## src/rtl/fx_pkg.sv

```systemverilog
package fx_pkg;
  localparam int LINE_BYTES = 64;
  localparam int INST_W     = 32;
  localparam int WORDS      = LINE_BYTES / (INST_W / 8);
  localparam int LINE_W     = LINE_BYTES * 8;
  localparam int OFF_W      = $clog2(LINE_BYTES);
  localparam int WIDX_W     = $clog2(WORDS);

  typedef enum logic [1:0] {
    FX_RUN     = 2'd0,
    FX_QUIESCE = 2'd1,
    FX_TRAP    = 2'd2
  } fx_state_e;
endpackage

```

## src/rtl/fx_req_gate.sv

```systemverilog
module fx_req_gate
  import fx_pkg::*;
(
  input  logic        clk,
  input  logic        rst,
  input  logic        go,
  input  logic        running,
  input  logic        intr_pending,
  input  logic        phys_mode,
  input  logic [31:0] pc,
  output logic        req_valid,
  output logic [31:0] req_addr
);
  logic hold_off;
  assign hold_off = intr_pending && !phys_mode;

  always_ff @(posedge clk) begin
    if (rst) begin
      req_valid <= 1'b0;
      req_addr  <= '0;
    end else begin
      req_valid <= go && running && !hold_off;
      req_addr  <= {pc[31:OFF_W], {OFF_W{1'b0}}};
    end
  end
endmodule

```

## src/rtl/fx_slot_extract.sv

```systemverilog
module fx_slot_extract
  import fx_pkg::*;
#(
  parameter int W         = 4,
  parameter logic [31:0] HALT_WORD = 32'hFFFF_FFF0,
  localparam int CNT_W    = $clog2(W + 1)
)(
  input  logic [31:0]       pc,
  input  logic [LINE_W-1:0] line,
  input  logic [WORDS-1:0]  ctrl,
  input  logic [WORDS-1:0]  taken,
  input  logic [LINE_W-1:0] tgt,
  output logic [W-1:0]      valid,
  output logic [W*32-1:0]   inst,
  output logic [W*32-1:0]   spc,
  output logic [W*32-1:0]   snpc,
  output logic [31:0]       npc_last,
  output logic              halt_hit,
  output logic [CNT_W-1:0]  cnt
);
  logic [31:0]       cur;
  logic [31:0]       nxt;
  logic [31:0]       word;
  logic              alive;
  logic              tk;
  logic [WIDX_W:0]   widx;
  int                idx;

  always_comb begin
    cur      = pc;
    alive    = 1'b1;
    valid    = '0;
    inst     = '0;
    spc      = '0;
    snpc     = '0;
    npc_last = pc;
    halt_hit = 1'b0;
    cnt      = '0;
    nxt      = '0;
    word     = '0;
    tk       = 1'b0;
    widx     = '0;
    idx      = 0;
    for (int k = 0; k < W; k++) begin
      widx = (WIDX_W + 1)'(pc[OFF_W-1:2]) + (WIDX_W + 1)'(k);
      if (alive && !widx[WIDX_W]) begin
        idx              = int'(widx[WIDX_W-1:0]);
        word             = line[idx*32 +: 32];
        tk               = ctrl[idx] && taken[idx];
        nxt              = tk ? tgt[idx*32 +: 32] : cur + 32'd4;
        valid[k]         = 1'b1;
        inst[k*32 +: 32] = word;
        spc[k*32 +: 32]  = cur;
        snpc[k*32 +: 32] = nxt;
        npc_last         = nxt;
        cnt              = cnt + CNT_W'(1);
        if (word == HALT_WORD) begin
          halt_hit = 1'b1;
          alive    = 1'b0;
        end
        if (tk) alive = 1'b0;
        cur = nxt;
      end
    end
  end
endmodule

```

## src/rtl/fx_top.sv

```systemverilog
module fx_top
  import fx_pkg::*;
#(
  parameter int W                  = 4,
  parameter int SEQ_W              = 16,
  parameter int FC_W               = 8,
  parameter logic [31:0] RESET_PC  = 32'h0000_1000,
  parameter logic [31:0] HALT_WORD = 32'hFFFF_FFF0,
  parameter logic [31:0] NOP_WORD  = 32'hF000_0000,
  localparam int CNT_W             = $clog2(W + 1)
)(
  input  logic              clk,
  input  logic              rst,
  input  logic              redirect_i,
  input  logic [31:0]       redirect_pc_i,
  input  logic              fetch_go_i,
  input  logic              intr_pending_i,
  input  logic              phys_mode_i,
  output logic              req_valid_o,
  output logic [31:0]       req_addr_o,
  input  logic              line_valid_i,
  input  logic [511:0]      line_i,
  input  logic              xlat_fault_i,
  input  logic [FC_W-1:0]   fault_code_i,
  input  logic [15:0]       hint_ctrl_i,
  input  logic [15:0]       hint_taken_i,
  input  logic [511:0]      hint_tgt_i,
  output logic [W-1:0]      out_valid_o,
  output logic [W*32-1:0]   out_inst_o,
  output logic [W*32-1:0]   out_pc_o,
  output logic [W*32-1:0]   out_npc_o,
  output logic [SEQ_W-1:0]  out_seq_o,
  output logic [CNT_W-1:0]  out_count_o,
  output logic              out_fault_o,
  output logic [FC_W-1:0]   out_fault_code_o,
  output logic [1:0]        state_o,
  output logic [31:0]       pc_o,
  output logic [31:0]       npc_o
);
  fx_state_e         st;
  logic [31:0]       pc_q;
  logic [SEQ_W-1:0]  seq_q;

  logic [W-1:0]      x_valid;
  logic [W*32-1:0]   x_inst, x_pc, x_npc;
  logic [31:0]       x_last;
  logic              x_halt;
  logic [CNT_W-1:0]  x_cnt;
  logic              take_line;

  assign take_line = line_valid_i && !redirect_i && (st == FX_RUN);

  fx_req_gate u_req (
    .clk          (clk),
    .rst          (rst),
    .go           (fetch_go_i),
    .running      (st == FX_RUN),
    .intr_pending (intr_pending_i),
    .phys_mode    (phys_mode_i),
    .pc           (pc_q),
    .req_valid    (req_valid_o),
    .req_addr     (req_addr_o)
  );

  fx_slot_extract #(.W(W), .HALT_WORD(HALT_WORD)) u_ext (
    .pc       (pc_q),
    .line     (line_i),
    .ctrl     (hint_ctrl_i),
    .taken    (hint_taken_i),
    .tgt      (hint_tgt_i),
    .valid    (x_valid),
    .inst     (x_inst),
    .spc      (x_pc),
    .snpc     (x_npc),
    .npc_last (x_last),
    .halt_hit (x_halt),
    .cnt      (x_cnt)
  );

  always_ff @(posedge clk) begin
    if (rst) begin
      st               <= FX_RUN;
      pc_q             <= RESET_PC;
      npc_o            <= RESET_PC + 32'd4;
      seq_q            <= '0;
      out_valid_o      <= '0;
      out_inst_o       <= '0;
      out_pc_o         <= '0;
      out_npc_o        <= '0;
      out_seq_o        <= '0;
      out_count_o      <= '0;
      out_fault_o      <= 1'b0;
      out_fault_code_o <= '0;
    end else begin
      out_valid_o      <= '0;
      out_inst_o       <= '0;
      out_pc_o         <= '0;
      out_npc_o        <= '0;
      out_seq_o        <= '0;
      out_count_o      <= '0;
      out_fault_o      <= 1'b0;
      out_fault_code_o <= '0;
      if (redirect_i) begin
        st    <= FX_RUN;
        pc_q  <= redirect_pc_i;
        npc_o <= redirect_pc_i + 32'd4;
      end else if (take_line && xlat_fault_i) begin
        out_valid_o        <= W'(1);
        out_inst_o[31:0]   <= NOP_WORD;
        out_pc_o[31:0]     <= pc_q;
        out_npc_o[31:0]    <= pc_q + 32'd4;
        out_seq_o          <= seq_q;
        out_count_o        <= CNT_W'(1);
        out_fault_o        <= 1'b1;
        out_fault_code_o   <= fault_code_i;
        seq_q              <= seq_q + SEQ_W'(1);
        st                 <= FX_TRAP;
      end else if (take_line) begin
        out_valid_o <= x_valid;
        out_inst_o  <= x_inst;
        out_pc_o    <= x_pc;
        out_npc_o   <= x_npc;
        out_seq_o   <= seq_q;
        out_count_o <= x_cnt;
        seq_q       <= seq_q + SEQ_W'(x_cnt);
        pc_q        <= x_last;
        npc_o       <= x_last + 32'd4;
        if (x_halt) st <= FX_QUIESCE;
      end
    end
  end

  assign state_o = st;
  assign pc_o    = pc_q;
endmodule

```

## config.mk

```make
export PLATFORM = sky130hd
export DESIGN_NAME = fx_top
export DESIGN_NICKNAME = d
export VERILOG_FILES = /design/src/rtl/fx_pkg.sv /design/src/rtl/fx_req_gate.sv /design/src/rtl/fx_slot_extract.sv /design/src/rtl/fx_top.sv
export SDC_FILE = /design/constraint.sdc
export NUM_CORES = 2
export LEC_CHECK = 0
export CELL_PAD_IN_SITES_DETAIL_PLACEMENT = 0
export CELL_PAD_IN_SITES_GLOBAL_PLACEMENT = 1
export CORE_AREA = 2 2 634 636
export CTS_CLUSTER_DIAMETER = 60
export CTS_CLUSTER_SIZE = 14
export DETAILED_ROUTE_END_ITERATION = 7
export DIE_AREA = 0 0 636 638
export DONT_BUFFER_PORTS = 1
export PLACE_DENSITY = 0.42
export SLEW_MARGIN = 25
export SYNTH_ARGS = -nofsm -noshare
export SYNTH_HDL_FRONTEND = slang
export SYNTH_SLANG_ARGS = --single-unit
```

## constraint.sdc

```tcl
create_clock -name clk -period 16.2 [get_ports clk]
set_clock_uncertainty 0.1 [all_clocks]
set_input_delay 0.81 -clock clk [delete_from_list [all_inputs] [get_ports clk]]
set_output_delay 0.81 -clock clk [all_outputs]
set_load 0.1 [all_outputs]
```

==> results.md <==
Status:
- The run finished with clean final reports.

Synth:
- The post-synthesis instance area is 0.0563 mm².
- Yosys attributes the largest share of cell area to sky130_fd_sc_hd__mux4_2 45%, sky130_fd_sc_hd__dfxtp_1 19%, sky130_fd_sc_hd__nor2_1 3.0%.
- For this run, the leading register cell type out of synthesis is sky130_fd_sc_hd__dfxtp_1.
- During synthesis, Yosys emitted a total of 0 warnings.
- The flop and latch count out of synthesis is ~520.
- Counting flops with a built-in enable in the synthesized netlist gives 0.
- The biggest area contributor in the post-synthesis netlist is sky130_fd_sc_hd__mux4_2.
- The adder and majority cell fraction of the synthesized area is 0.347%.
- The synthesized design devotes to its leading area cell type 44.9% of total area.
- Of the total synthesized cell area, the portion taken by AND, OR, NAND and NOR gates is 14.1%.
- After technology mapping, the gate count stands at 4,920.
- The share of flip-flops with an asynchronous set or reset is 0%.
- The xor and xnor area share after synthesis is 1.99%.
- In the synthesized netlist, mux cells make up 49.4% of the area.
- After synthesis, flip-flops and latches occupy a little under a fifth of the total area.
- A synthesized cell averages 11.4 µm².
- The number of distinct standard cells referenced by the synthesized netlist is ~120.
- The share of the synthesized area in compound gates (AO/OA/AOI/OAI) is 9.75%.
- The main combinational cell family by area after synthesis is multiplexers.

Clocking:
- Clock tree synthesis selected as its root buffer the cell sky130_fd_sc_hd__clkbuf_16.
- The clock drives 523 sinks.
- The clock passes through at most 4 buffers.
- TritonCTS built the clock tree.
- The clock transition at the registers of the reported paths is 0.05 ns.
- The clock insertion delay at the later pin of the skew report is 0.85 ns.
- The depth of the CTS H-tree is 3.
- The number of gates given a new drive strength after cts is 0.
- Clock tree synthesis inserted a total of 104 buffers.

Placed design:
- After detailed placement, the total cell area comes to between 0.06 and 0.07 mm².
- Once detailed placement completed, the half-perimeter wirelength came to roughly 420 mm.
- The global placer's final weighted congestion is about 0.97.
- After detailed placement, the design holds a cell count of 10,100.
- The number of buffers inserted by port buffering is 0.

Final layout:
- After routing the design area is 0.0680 mm².
- Compared with the post-synthesis result, the final layout area differs by 20.9%.
- The area used by sequential logic in the layout is 0.0106 mm².
- The multi-input combinational cells in the finished layout cover a total of 0.0431 mm².
- The library cell used most frequently in the layout, excluding fill and tap cells, is sky130_fd_sc_hd__mux4_2.
- At the end of the flow, the number of nets in the layout was 6,036.
- In the final layout, the share of cells above drive strength 1 is 40.0%.
- The filler cell count is roughly 44,000.
- The count of non-filler cells in the finished layout is 10,400.
- In the layout the commonest cells are 1,123 x sky130_fd_sc_hd__mux4_2, 451 x sky130_fd_sc_hd__dfxtp_1, 442 x sky130_fd_sc_hd__nor2_1.

Drt:
- In this run the remaining antenna-violating nets after routing total 0.
- The routed via count divided by cell count is slightly above 5.
- The first routing iteration left 6,905 violations.
- Detailed routing inserted a total of 53,600 vias.
- In the routed design, unresolved DRC markers number 0.
- The sum of routed wire length over all layers is 501 mm.
- The detailed-route wire length per cell is 48.0 µm.
- The first-pass iteration count of the detailed router is 8.

Floorplanning:
- In this run the count of I/O pins placed on the die edge is between 1,500 and 2,000.
- The height of the die is 638 µm.
- The die covers 0.406 mm².
- The overall die width is 636 µm.
- The core box area is 0.399 mm².
- Once the floorplan was initialized, standard cells occupied between 10 and 15% of the core.
- Row generation in the floorplan step produced between 200 and 250 rows.

Setup path:
- STA classifies the critical path endpoint as a flop.
- Of all nets on the critical path, the largest fanout is 48.
- In this design, the stage delay of the slowest critical-path cell is 0.94 ns.
- The worst setup path is of the reg2reg kind.
- STA classifies the critical path startpoint as a flop.
- At the worst endpoint, the arrival time is ~13 ns.
- The data required time of the critical path is 16.79 ns.
- For this design, the slowest cell found on the critical path is sky130_fd_sc_hd__a221oi_1.

Timing:
- The smallest hold slack is 0.141 ns.
- The final setup violation count is 0.
- Static timing analysis puts the maximum clock frequency at a little over 0.08 GHz.
- The slew at the pin closest to its max-slew limit is 1.27 ns.
- Setup repair after global routing left no endpoint under its margin.
- The worst path in the final design needs a cycle of 12.18 ns, including I/O delays and setup.
- The post-route setup TNS is 0 ns.
- The post-route clock period utilization is 75.2%.
- The relative slew slack is 15.0%.
- The number of pins with negative max-slew slack in the final report is 0.
- The final-report hold violation count is 0.

Power:
- VDD sags by at most 112 µV.
- Dividing total power by cell area gives a power density of 300 mW/mm².
- Summed over all cells, the static leakage comes to 21.6 nW.
- Overall power consumption after layout is estimated at approximately 20 mW.

Global route:
- Global routing used 23.7% of the available tracks.
- The wire length of the first global-routing pass is 623 mm.
- The remaining global-route overflow is 0.
- The pin count of the biggest net entering global routing is 144.
- The initial antenna violation count came to 151.
- The number of global-route vias before repair is 51,500.

Run:
- The tool flagged a number of max-cap violations equal to 0.

Min path:
- The type of the worst min-delay path is in2reg.
power breakdown:
group / switching [mW] / total (mW) / internal [mW]
Combinational: 10.7 / 15.8 / 5.07
Clock: 0.955 / 2.35 / 1.40
Sequential: 0.857 / 2.31 / 1.46
layer usage:
metal  global-route usage, %  vias up  part of all wire (%)
li1                        -    20400                     -
met4                    9.13       72                   4.5
met1                    28.3    28300                    38
met5                   0.414        -                  0.15
met3                    9.77      717                    11
met2                    37.7     4155                    46
through the flow:
stage	util, %	setup slack [ns]
6_report	17.1	4.02
2_1_floorplan	-	2.81
3_5_place_dp	15.9	4.40
3_3_place_gp	15.9	4.39
5_1_grt	17.0	3.56
4_1_cts	16.9	4.34
worst max-delay path: cells and delay by family, from the launching register on:
kind / cells / cell delay (ns)
flops: 1 / 0.60
compound gates: 8 / 3.44
buf+inv: 4 / 2.07
fa+ha+maj: 1 / 0.26
simple gates: 12 / 5.10
mux: 1 / 0.29
what timing repair did:
item | 4_1_cts | 5_1_grt
buffers inserted | 0 | 0
hold buffers | 18 | 0
endpoints found under the hold margin | 60 | 0
endpoints found under the setup margin | 0 | 0
final timing paths:
path,start,endpoint,slack (ns),cells past startpoint
worst min register to register,npc_o[3]$_SDFFE_PP0P_,npc_o[3]$_SDFFE_PP0P_,0.37,2
worst min-delay path,xlat_fault_i,state_o[1]$_SDFFE_PP0P_,0.14,2
worst max register to register,pc_o[4]$_SDFFE_PP0P_,npc_o[29]$_SDFFE_PP0P_,4.02,26
worst max-delay path,pc_o[4]$_SDFFE_PP0P_,npc_o[29]$_SDFFE_PP0P_,4.02,26
synthesized netlist by cell type, drive strengths merged (22+ instances only):
cell type,n
a211oi,129
nand4,58
inv,46
nor2,455
a22oi,43
mux2i,126
a21oi,159
xor2,48
nor3,91
clkbuf,202
and3,135
nor4,57
o22ai,22
xnor2,79
nand2,425
nand3,102
o21ai,98
or3,23
mux4,1148
a31oi,38
a311oi,22
and2,71
dfxtp,523
mux2,53
nor2b,37
a22o,33
buf,327
registers in the layout, indices dropped and copies added (netlist names):
name	cells
u_req.req_valid	1
out_valid_o	4
pc_o	30
npc_o	32
state_o	2
out_seq_o	16
out_npc_o	128
out_inst_o	128
out_count_o	3
seq_q	16
u_req.req_addr	26
out_pc_o	128
out_fault_code_o	8
out_fault_o	1
layout make-up:
class / count / area share (%)
repair buffers: 415 / 5.11
diodes: 184 / 0.677
flip-flops and latches: 523 / 15.5
inverters: 46 / 0.267
well taps: 5265 / 9.68
multi-input cells: 3827 / 63.3
clock inverters: 73 / 1.48
clock buffers: 112 / 3.96
kinds of logic (layout without fill, tap and decap cells):
group / count (synthesis) / count (layout)
simple gates: 1586 / 1586
mux: 1327 / 1327
compound gates: 766 / 766
buf+inv: 575 / 646
flops: 523 / 523
xor+xnor: 127 / 127
fa+ha+maj: 15 / 15
other cells: 1 / 190
Power figures use the tool's default switching activity.
